### src/rtl/trp_pkg.sv
package trp_pkg;

   localparam logic [1:0] TR_IDLE   = 2'b00;
   localparam logic [1:0] TR_BUSY   = 2'b01;
   localparam logic [1:0] TR_NONSEQ = 2'b10;
   localparam logic [1:0] TR_SEQ    = 2'b11;

   localparam logic [2:0] SZ_BYTE = 3'b000;
   localparam logic [2:0] SZ_HALF = 3'b001;

   localparam int BUS_W = 32;

   typedef struct packed {
      logic       valid;
      logic       write;
      logic       slow;
      logic [1:0] lane;
      logic [2:0] size;
   } ph_ctl_t;

endpackage

### src/rtl/trp_addr_stage.sv
module trp_addr_stage
   import trp_pkg::*;
#(
   parameter int REGION_BIT = 11,
   parameter int FIDX_W     = 4,
   parameter int SIDX_W     = 2
) (
   input  logic              hclk,
   input  logic              hresetn,
   input  logic              hsel,
   input  logic [31:0]       haddr,
   input  logic [1:0]        htrans,
   input  logic              hwrite,
   input  logic [2:0]        hsize,
   input  logic              hready,
   input  logic              hreadyout,
   output ph_ctl_t           ctl,
   output logic [FIDX_W-1:0] fidx,
   output logic [SIDX_W-1:0] sidx,
   output logic              start_slow
);

   logic accept;
   logic spare_unused;

   assign accept     = hsel & ((htrans == TR_NONSEQ) | (htrans == TR_SEQ))
                       & hready & hreadyout;
   assign start_slow = accept & ~hwrite & haddr[REGION_BIT];
   assign spare_unused = ^haddr;

   always_ff @(posedge hclk or negedge hresetn) begin
      if (!hresetn) begin
         ctl  <= '0;
         fidx <= '0;
         sidx <= '0;
      end else if (hreadyout) begin
         ctl.valid <= accept;
         ctl.write <= hwrite;
         ctl.slow  <= haddr[REGION_BIT];
         ctl.lane  <= haddr[1:0];
         ctl.size  <= hsize;
         fidx      <= haddr[2 +: FIDX_W];
         sidx      <= haddr[2 +: SIDX_W];
      end
   end

endmodule

### src/rtl/trp_word_store.sv
module trp_word_store #(
   parameter int DEPTH  = 16,
   parameter int WIDTH  = 32,
   localparam int IDX_W = $clog2(DEPTH)
) (
   input  logic             hclk,
   input  logic             hresetn,
   input  logic             we,
   input  logic [IDX_W-1:0] idx,
   input  logic [WIDTH-1:0] wdata,
   output logic [WIDTH-1:0] rdata
);

   logic [WIDTH-1:0] mem [DEPTH];

   always_ff @(posedge hclk or negedge hresetn) begin
      if (!hresetn) begin
         for (int i = 0; i < DEPTH; i++) mem[i] <= '0;
      end else if (we) begin
         mem[idx] <= wdata;
      end
   end

   assign rdata = mem[idx];

endmodule

### src/rtl/trp_wait_timer.sv
module trp_wait_timer #(
   parameter int WAIT = 3
) (
   input  logic hclk,
   input  logic hresetn,
   input  logic start,
   output logic busy
);

   generate
      if (WAIT == 0) begin : g_nowait
         logic spare_unused;
         assign spare_unused = start ^ hclk ^ hresetn;
         assign busy = 1'b0;
      end else begin : g_count
         localparam int CNT_W = $clog2(WAIT + 1);
         localparam logic [CNT_W-1:0] LOAD = CNT_W'(WAIT);
         logic [CNT_W-1:0] cnt;

         always_ff @(posedge hclk or negedge hresetn) begin
            if (!hresetn)        cnt <= '0;
            else if (start)      cnt <= LOAD;
            else if (cnt != '0)  cnt <= cnt - 1'b1;
         end

         assign busy = (cnt != '0);
      end
   endgenerate

endmodule

### src/rtl/trp_lane_align.sv
module trp_lane_align
   import trp_pkg::*;
(
   input  logic [BUS_W-1:0] word,
   input  logic [1:0]       lane,
   input  logic [2:0]       size,
   output logic [BUS_W-1:0] out
);

   logic [BUS_W-1:0] mask;

   always_comb begin
      case (size)
         SZ_BYTE: mask = 32'h0000_00FF << {lane, 3'b000};
         SZ_HALF: mask = 32'h0000_FFFF << {lane[1], 4'b0000};
         default: mask = '1;
      endcase
      out = word & mask;
   end

endmodule

### src/rtl/twin_region_rd_port.sv
module twin_region_rd_port
   import trp_pkg::*;
#(
   parameter int FAST_DEPTH = 16,
   parameter int SLOW_DEPTH = 4,
   parameter int SLOW_WAIT  = 3,
   parameter int REGION_BIT = 11
) (
   input  logic        hclk,
   input  logic        hresetn,
   input  logic        hsel,
   input  logic [31:0] haddr,
   input  logic [1:0]  htrans,
   input  logic        hwrite,
   input  logic [2:0]  hsize,
   input  logic        hready,
   input  logic [31:0] hwdata,
   output logic [31:0] hrdata,
   output logic        hreadyout
);

   localparam int FIDX_W = $clog2(FAST_DEPTH);
   localparam int SIDX_W = $clog2(SLOW_DEPTH);

   generate
      if (FAST_DEPTH < 2 || (FAST_DEPTH & (FAST_DEPTH - 1)) != 0) begin : g_bad_fast
         $error("FAST_DEPTH must be a power of two of at least 2");
      end
      if (SLOW_DEPTH < 2 || (SLOW_DEPTH & (SLOW_DEPTH - 1)) != 0) begin : g_bad_slow
         $error("SLOW_DEPTH must be a power of two of at least 2");
      end
      if (REGION_BIT < 2 + FIDX_W || REGION_BIT < 2 + SIDX_W || REGION_BIT > 31) begin : g_bad_region
         $error("REGION_BIT must lie above both word index fields and inside haddr");
      end
      if (SLOW_WAIT < 0) begin : g_bad_wait
         $error("SLOW_WAIT must not be negative");
      end
   endgenerate

   ph_ctl_t           ctl;
   logic [FIDX_W-1:0] fidx;
   logic [SIDX_W-1:0] sidx;
   logic              start_slow;
   logic              busy;
   logic [BUS_W-1:0]  fast_word;
   logic [BUS_W-1:0]  slow_word;
   logic [BUS_W-1:0]  sel_word;
   logic [BUS_W-1:0]  lane_word;
   logic              we_fast;
   logic              we_slow;

   assign hreadyout = ~busy;

   trp_addr_stage #(
      .REGION_BIT (REGION_BIT),
      .FIDX_W     (FIDX_W),
      .SIDX_W     (SIDX_W)
   ) i_addr (
      .hclk       (hclk),
      .hresetn    (hresetn),
      .hsel       (hsel),
      .haddr      (haddr),
      .htrans     (htrans),
      .hwrite     (hwrite),
      .hsize      (hsize),
      .hready     (hready),
      .hreadyout  (hreadyout),
      .ctl        (ctl),
      .fidx       (fidx),
      .sidx       (sidx),
      .start_slow (start_slow)
   );

   assign we_fast = ctl.valid & ctl.write & ~ctl.slow;
   assign we_slow = ctl.valid & ctl.write &  ctl.slow;

   trp_word_store #(.DEPTH(FAST_DEPTH), .WIDTH(BUS_W)) i_fast (
      .hclk    (hclk),
      .hresetn (hresetn),
      .we      (we_fast),
      .idx     (fidx),
      .wdata   (hwdata),
      .rdata   (fast_word)
   );

   trp_word_store #(.DEPTH(SLOW_DEPTH), .WIDTH(BUS_W)) i_slow (
      .hclk    (hclk),
      .hresetn (hresetn),
      .we      (we_slow),
      .idx     (sidx),
      .wdata   (hwdata),
      .rdata   (slow_word)
   );

   trp_wait_timer #(.WAIT(SLOW_WAIT)) i_timer (
      .hclk    (hclk),
      .hresetn (hresetn),
      .start   (start_slow),
      .busy    (busy)
   );

   assign sel_word = ctl.slow ? slow_word : fast_word;

   trp_lane_align i_lane (
      .word (sel_word),
      .lane (ctl.lane),
      .size (ctl.size),
      .out  (lane_word)
   );

   assign hrdata = (ctl.valid & ~ctl.write & hreadyout) ? lane_word : '0;

endmodule

### config.mk
export PLATFORM = sky130hd
export DESIGN_NAME = twin_region_rd_port
export DESIGN_NICKNAME = d
export VERILOG_FILES = /design/src/rtl/trp_pkg.sv /design/src/rtl/trp_addr_stage.sv /design/src/rtl/trp_word_store.sv /design/src/rtl/trp_wait_timer.sv /design/src/rtl/trp_lane_align.sv /design/src/rtl/twin_region_rd_port.sv
export SDC_FILE = /design/constraint.sdc
export NUM_CORES = 1
export LEC_CHECK = 0
export BUFFER_PORTS_ARGS = -buffer_cell sky130_fd_sc_hd__buf_4
export CAP_MARGIN = 10
export CORE_ASPECT_RATIO = 0.75
export CORE_MARGIN = 3
export CORE_UTILIZATION = 45
export CTS_CLUSTER_SIZE = 25
export DETAILED_ROUTE_END_ITERATION = 8
export GPL_TIMING_DRIVEN = 0
export PLACE_DENSITY_LB_ADDON = 0.3
export SLEW_MARGIN = 15
export SYNTH_ARGS = -nofsm -noshare
export SYNTH_HDL_FRONTEND = slang
export SYNTH_HIERARCHICAL = 1
export SYNTH_SLANG_ARGS = --single-unit
export TNS_END_PERCENT = 20
### constraint.sdc
create_clock -name hclk -period 2.25 [get_ports hclk]
set_input_delay 0.1125 -clock hclk [delete_from_list [all_inputs] [get_ports hclk]]
set_output_delay 0.1125 -clock hclk [all_outputs]
set_load 0.02 [all_outputs]
==> impl_metrics.env, run 1 <==
export IMPL_antenna_diode_count=0
export IMPL_ys_warn_count=6
export IMPL_die_height_um=231.3
export IMPL_required_ns=2.14
export IMPL_worst_path_dominant_cell_family="multiplexers"
export IMPL_setup_slack_ns=-1.124
export IMPL_ys_seq_elements=654
export IMPL_htree_num_levels=3
export IMPL_cpPeakStageDelay_ns=0.59
export IMPL_design_core_area_mm2=0.06608
export IMPL_layout_common_cells="dfrtp_1 (650), mux2_2 (593), mux4_2 (160)"
export IMPL_worst_setup_hold_path_clk_slew_ns=0.06
export IMPL_setup_repair_after_global_routing_missed_its_margin="yes"
export IMPL_postSynthAreaPerCell_um2=15.90
export IMPL_synth_seq_area_share=0.5373
export IMPL_grt_overflow=0
export IMPL_cts_inserted_buffers=69
export IMPL_drive_gt1_frac=0.6014
export IMPL_antenna_violating_nets_post_route=0
export IMPL_post_route_cell_area_mm2=0.03682
export IMPL_route_met3_wl_um=3801
export IMPL_slew_headroom=0.1431
export IMPL_syn_inst=1916
export IMPL_cts_root_buf="clkbuf_16"
export IMPL_first_pass_grt_wire_length_um=115600
export IMPL_signed_area_change_from_the_synthesized_netlist_to_the_final_layout_pct=20.89
export IMPL_die_width_um=306.4
export IMPL_postRouteWirelength_um=76930
export IMPL_synth_lib_cells_used_distinct=45
export IMPL_design_final_nets=2232
export IMPL_critical_path_class="flop to output pin"
export IMPL_most_common_cell_after_layout_fill_and_taps_aside="dfrtp_1"
export IMPL_postSynth_topFlopCell="dfrtp_1"
export IMPL_route_detailed_vias_per_inst=5.783
export IMPL_crit_slowest_cell="mux4_2"
export IMPL_design_portCount=107
export IMPL_worst_skew_pair_late_latency_ns=0.61
export IMPL_grt_antenna_before_repair=0
export IMPL_setup_violations=486
export IMPL_place_area_mm2=0.03250
export IMPL_initialDrtViolationCount=1384
export IMPL_outcome="finished, violations left"
export IMPL_worst_path_most_repeated_cell="buf_12"
export IMPL_start_util=0.4610
export IMPL_synth_net_count=1991
export IMPL_cts_root_to_sink_buffers=3
export IMPL_first_pass_iters=6
export IMPL_max_clock_freq_ghz=0.2964
export IMPL_tightestPinTransition_ns=1.283
export IMPL_max_cap_viol_count=0
export IMPL_totalNegativeSetupSlack_ns=-117.59
export IMPL_hold_slack_ns=-0.4940
export IMPL_pwr_density_cell_mw_per_mm2=1475
export IMPL_dieArea_mm2=0.07088
export IMPL_crit_chain="buf_12, buf_16, buf_12, mux4_2, a22oi_2, nand2_2, mux2_4, a21boi_4, and4bb_2, buf_6"
export IMPL_vias=17790
export IMPL_cellLeakagePower_uw=0.01669
export IMPL_finalCriticalPeriod_ns=3.374
export IMPL_grt_pass1_vias=18790
export IMPL_grt_start_max_net_pins=112
export IMPL_cp_start_kind="flop"
export IMPL_power_uw=54310
export IMPL_nature_of_the_critical_path_endpoint="output pin"
export IMPL_wirelength_per_cell_um=25.01
export IMPL_critical_path_peak_fanout=6
export IMPL_multi_input_area_mm2=0.01377
export IMPL_finalHoldViolCount=91
export IMPL_regArea_mm2=0.01637
export IMPL_routed_length_on_met1_um=36510
export IMPL_path_class_of_the_lowest_slack_min_delay_path="input pin to async pin"
export IMPL_rows=81
export IMPL_port_buffers=80
export IMPL_gpl_final_weighted_congestion=0.8152
export IMPL_post_synth_instance_area_mm2=0.03046
export IMPL_route_met2_wl_um=35080
export IMPL_grtUsageTotal=0.2163
export IMPL_fillCellCount=5096
export IMPL_tritoncts="yes"
export IMPL_violated_checks="hold timing, setup timing"
export IMPL_vdd_ir_drop_max_uv=870.0
export IMPL_maxUsedRoutingLayer="met4"
export IMPL_synthArstFlopShare=1.000
export IMPL_worst_endpoint_arrival_ns=3.26
export IMPL_final_min_period_over_clock_period=1.499
export IMPL_final_slew_viol_count=0
export IMPL_dp_hpwl_um=53710
export IMPL_timing_clock_skew_ns=0.02463
export IMPL_remaining_drc_errors=0
export IMPL_holdBufCountCts=45
export IMPL_synth_enable_flop_cells=0
export IMPL_clock_sink_count=654
export IMPL_timing_critical_path_buf_inv=4
cell usage after synthesis, types with 2 or more instances:
master      n  area share
nand2_1    42      0.0052
buf_4      20      0.0049
nand3_1     4     0.00066
nor2b_1     2     0.00041
clkbuf_1   68      0.0084
a22oi_1    64       0.016
o21ai_0    32      0.0053
inv_1       6     0.00074
nor2_1      7     0.00086
dfrtp_1   654        0.54
nand2b_1   12      0.0025
mux2_2    617        0.23
buf_2      67       0.011
buf_12      2      0.0013
buf_6       9      0.0033
o21ai_1     2     0.00033
mux4_2    160        0.12
or3_1       2     0.00041
a21boi_0   15      0.0037
nor3_2      7      0.0023
mux2_4     35       0.017
and4bb_2   32       0.013
mux2_1     30       0.011
nand3b_1    3     0.00074
buf_1       4     0.00049
metrics by stage:
| step | utilization | setup slack, ns | std cells |
|---|---|---|---|
| after CTS | 0.5439 | -1.171 | 3051 |
| final | 0.5573 | -1.124 | 3076 |
| after floorplan | - | -0.02933 | 1916 |
| after detailed placement | 0.4919 | -1.103 | 2873 |
| after global placement | 0.4893 | -5.819 | 2867 |
| after global routing | 0.5573 | -1.183 | 3076 |
cells by family (layout without fill, tap and decap cells):
family                     count (synthesis)  after routing  synth area share
muxes                                    843            843            0.3751
DFF                                      654            654            0.5373
buffers and inverters                    178            467           0.03085
and+or+nand+nor                          123            123           0.03035
AOI/OAI and AO/OA                        116            116           0.02580
adders and majority gates                  1              1         0.0004107
xor gates and xnor gates                   1              1         0.0002876
sequential cells by signal (all words and copies together), names as in the netlist:
signal               count
i_slow/mem             128
i_fast/mem             512
i_timer/g_count.cnt      2
i_addr/ctl               8
i_addr/fidx              4
routing by layer:
metal,GRT usage,up-vias
met2,0.3264,407
met4,0.05575,0
met1,0.3238,9612
li1,-,7668
met5,0,-
met3,0.04075,100
what timing repair did:
action                                  CTS  global route
endpoints found under the hold margin   420            86
gates cloned                              5             7
pin swaps                                30            52
endpoints found under the setup margin  644           572
buffers inserted                          9            18
gates resized for setup                 183           176
path summary, 6_finish.rpt:
kind	depth (start not counted)	start	slack (ns)	endpoint
worst max-delay path	10	i_addr/fidx[0]	-1.12	hrdata[14]
min in group hclk	3	hsize[0]	0.28	i_addr/ctl[0]
worst min-delay path	1	hresetn	-0.49	i_slow/mem[30]
max in group asynchronous	5	hresetn	0.50	i_fast/mem[358]
worst max register to register	8	i_addr/ctl[5]	-0.36	i_fast/mem[477]
worst min register to register	1	i_fast/mem[290]	0.48	i_fast/mem[290]
report_power, final:
part	internal [uW]	leakage (uW)	total (uW)	switching (uW)
combinational	12600	0.00705	22700	10100
sequential	17400	0.00855	20300	2870
clock	6700	0.00109	11300	4610
layout make-up:
class	count	share of cell area
Sequential cell	654	0.4446
Timing Repair Buffer	170	0.05036
Clock buffer	100	0.05392
Tap cell	871	0.02959
Inverter	6	0.0006116
Multi-Input combinational cell	1084	0.3741
Clock inverter	19	0.006558
Buffer	172	0.04033
No activity file was read; power rests on OpenSTA's default activity.
==> inputs of run 2 (changes only) <==
CORE_ASPECT_RATIO = unset   (was 0.75)
SYNTH_HIERARCHICAL = unset   (was 1)
==> run 2 against run 1 <==
- the flow finishes with violations (setup timing)
- critical endpoint is now hrdata[31]
- clock power increased by 4%
- first-iteration DRC count decreased by 5.9%
- register-to-register slack improved by 0.22 ns
- sequential cell count unchanged
- area after synthesis decreased by 3.0%
- non-clock buffer count decreased by 46
==> impl_metrics.env, run 2 <==
export IMPL_route_detailed_vias_per_inst=5.961
export IMPL_tritoncts="yes"
export IMPL_timing_hold_worst_endpoint="i_fast.mem[313]"
export IMPL_die_height_um=262.3
export IMPL_cts_root_buf="clkbuf_16"
export IMPL_first_pass_iters=5
export IMPL_post_route_cell_area_mm2=0.03519
export IMPL_max_flop_register="i_fast.mem"
export IMPL_outcome="finished, violations left"
export IMPL_hold_path_cell_count=2
export IMPL_worst_r2r_cell_count=7
export IMPL_antenna_violating_nets_post_route=0
export IMPL_cellLeakagePower_uw=0.01592
export IMPL_clock_sink_count=654
export IMPL_setup_violations=291
export IMPL_grt_overflow=0
export IMPL_finalHoldViolCount=0
export IMPL_yosys_top_cells_area="dfrtp_1 (55%), mux2_2 (24%), mux4_2 (9.8%)"
export IMPL_slew_headroom=0.5471
export IMPL_largest_reg_flops=512
export IMPL_critical_path_peak_fanout=10
export IMPL_holdCritStartpoint="hwdata[25]"
export IMPL_post_route_util=0.5440
export IMPL_power_uw=49790
export IMPL_worst_skew_pair_late_latency_ns=0.62
export IMPL_design_final_nets=2164
export IMPL_design_core_area_mm2=0.06470
export IMPL_die_width_um=262.3
export IMPL_wirelength_per_cell_um=27.68
export IMPL_dieArea_mm2=0.06879
export IMPL_max_clock_freq_ghz=0.3599
export IMPL_postSynth_topFlopCell="dfrtp_1"
export IMPL_finalCriticalPeriod_ns=2.778
export IMPL_post_synth_top_count_cell="dfrtp_1"
export IMPL_setup_repair_after_global_routing_missed_its_margin="yes"
export IMPL_totalNegativeSetupSlack_ns=-28.20
export IMPL_port_buffers=48
export IMPL_synthArstFlopShare=1.000
export IMPL_start_util=0.4568
export IMPL_nature_of_the_critical_path_endpoint="output pin"
export IMPL_violated_checks="setup timing"
export IMPL_remaining_drc_errors=0
export IMPL_crit_chain="buf_8, buf_12, mux4_2, a22oi_1, a21oi_1, buf_4"
export IMPL_required_ns=2.14
export IMPL_htree_num_levels=3
export IMPL_setup_slack_ns=-0.5283
export IMPL_most_common_cell_after_layout_fill_and_taps_aside="dfrtp_1"
export IMPL_syn_inst=1912
export IMPL_grtUsageTotal=0.2409
export IMPL_cpPeakStageDelay_ns=0.51
export IMPL_worst_setup_hold_path_clk_slew_ns=0.06
export IMPL_synth_enable_flop_cells=0
export IMPL_pwr_density_cell_mw_per_mm2=1415
export IMPL_tightestPinTransition_ns=0.6794
export IMPL_synth_lib_cells_used_distinct=34
export IMPL_critical_path_class="flop to output pin"
export IMPL_fillCellCount=5217
export IMPL_vdd_ir_drop_max_uv=731.5
export IMPL_crit_slowest_cell="mux4_2"
export IMPL_drive_gt1_frac=0.5539
export IMPL_gpl_final_weighted_congestion=0.8777
export IMPL_synth_net_count=1987
export IMPL_cts_inserted_buffers=69
export IMPL_cp_start_kind="flop"
export IMPL_grt_pass1_vias=19250
export IMPL_ys_seq_elements=654
export IMPL_reg_largest_list="i_fast.mem x512, i_slow.mem x128, i_addr.ctl x8"
export IMPL_synth_top_area_cell="dfrtp_1"
export IMPL_rows=93
export IMPL_dp_hpwl_um=54990
export IMPL_signed_area_change_from_the_synthesized_netlist_to_the_final_layout_pct=19.08
export IMPL_timing_clock_skew_ns=0.03279
export IMPL_initialDrtViolationCount=1303
export IMPL_design_portCount=107
export IMPL_final_min_period_over_clock_period=1.235
export IMPL_post_synth_instance_area_mm2=0.02955
export IMPL_synth_commonest_cells="dfrtp_1 (654), mux2_2 (642), mux4_2 (128)"
export IMPL_first_pass_grt_wire_length_um=124600
export IMPL_synth_seq_area_share=0.5537
export IMPL_hold_slack_ns=0.03227
export IMPL_grt_start_max_net_pins=109
export IMPL_worst_endpoint_arrival_ns=2.67
export IMPL_layout_common_cells="dfrtp_1 (650), mux2_2 (627), mux4_2 (128)"
export IMPL_worstReg2RegStart="i_addr.ctl[5]"
export IMPL_ff2ff_setup_slack_ns=-0.14
export IMPL_postSynthAreaPerCell_um2=15.46
export IMPL_postRouteWirelength_um=82970
export IMPL_cts_root_to_sink_buffers=3
export IMPL_r2r_end="i_fast.mem[399]"
export IMPL_place_area_mm2=0.03116
export IMPL_vias=17870
export IMPL_ys_warn_count=0
export IMPL_path_class_of_the_lowest_slack_min_delay_path="input pin to flop"
export IMPL_max_cap_viol_count=0
export IMPL_synth_top_area_frac=0.5537
export IMPL_final_slew_viol_count=0
export IMPL_grt_antenna_before_repair=0
export IMPL_antenna_diode_count=0
## run 2: cell count changes in the layout (fill, tap and decap cells not counted), moves of 16 or more
| cell | delta |
|---|---|
| a21oi_1 | +27 |
| a22oi_2 | -38 |
| and4bb_2 | -32 |
| buf_6 | -36 |
| clkbuf_1 | +23 |
| dlygate4sd3_1 | -29 |
| mux2_1 | -23 |
| mux2_2 | +34 |
| mux2_4 | -44 |
| mux2i_1 | +57 |
| mux4_2 | -32 |
| nand2_2 | -30 |
| nor2_1 | +16 |
| o21ai_0 | +18 |
## run 2: worst max-delay path by stage
stage	startpoint	endpoint	cells after the start
2_1_floorplan	i_timer.g_count.cnt[0]	hrdata[7]	7
3_3_place_gp	hresetn	i_fast.mem[268]	1
3_5_place_dp	i_timer.g_count.cnt[0]	hrdata[10]	8
5_1_grt	i_addr.sidx[0]	hrdata[16]	6
6_report	i_addr.sidx[0]	hrdata[31]	6
4_1_cts	i_addr.sidx[0]	hrdata[13]	8
## run 2: repair_timing
action,4_1_cts,5_1_grt
hold buffers,16,0
cloned,1,1
pin swaps,15,13
hold endpoints to repair,157,0
endpoints found under the setup margin,541,519
setup buffers,21,16
resized for setup,252,57
## run 2: metal layers
| metal | share of wire | GRT usage | vias up |
|---|---|---|---|
| met2 | 0.49 | 0.3932 | 551 |
| met3 | 0.056 | 0.04370 | 153 |
| li1 | - | - | 7444 |
| met1 | 0.42 | 0.3217 | 9724 |
| met5 | 0 | 0 | - |
| met4 | 0.035 | 0.09500 | 0 |
## run 2: final cells by class
class                   count  area (um2)  share of cell area
plain buffers             187        1475             0.04192
flip-flops and latches    654       16370              0.4652
clock buffers             109        2122             0.06030
repair buffers            109        1084             0.03079
multi-input cells        1063       12840              0.3650
inverters                   5       18.77           0.0005333
well taps                 855        1070             0.03040
clock inverters            16       209.0            0.005937
## run 2: through the flow
stage / instances / setup slack (ns)
3_5_place_dp: 2821 / -0.9778
5_1_grt: 2998 / -0.5323
6_report: 2998 / -0.5283
3_3_place_gp: 2815 / -5.838
4_1_cts: 2981 / -0.4997
2_1_floorplan: 1912 / 0.04503
## run 2: critical path, delay by kind of cell (launching register included)
family,cells,cell delay [ns]
multiplexers,1,0.51
flip-flops,1,0.45
AO/OA/AOI/OAI,2,0.44
buffers and inverters,3,0.64
## run 2: power breakdown
group          leakage [uW]  internal [uW]  switching (uW)
Clock               0.00115           6960            4750
Combinational       0.00616           9860            8510
Sequential          0.00862          17000            2720
Total                0.0159          33800           16000
## run 2: kinds of logic after synthesis
group,Yosys count,share of synthesized area
AO/OA/AOI/OAI,155,0.03463
XOR/XNOR,1,0.0002964
adder cells (fa/ha/maj),1,0.0004233
buffers and inverters,195,0.03268
flip-flops,654,0.5537
multiplexers,841,0.3665
AND/OR/NAND/NOR,65,0.01173
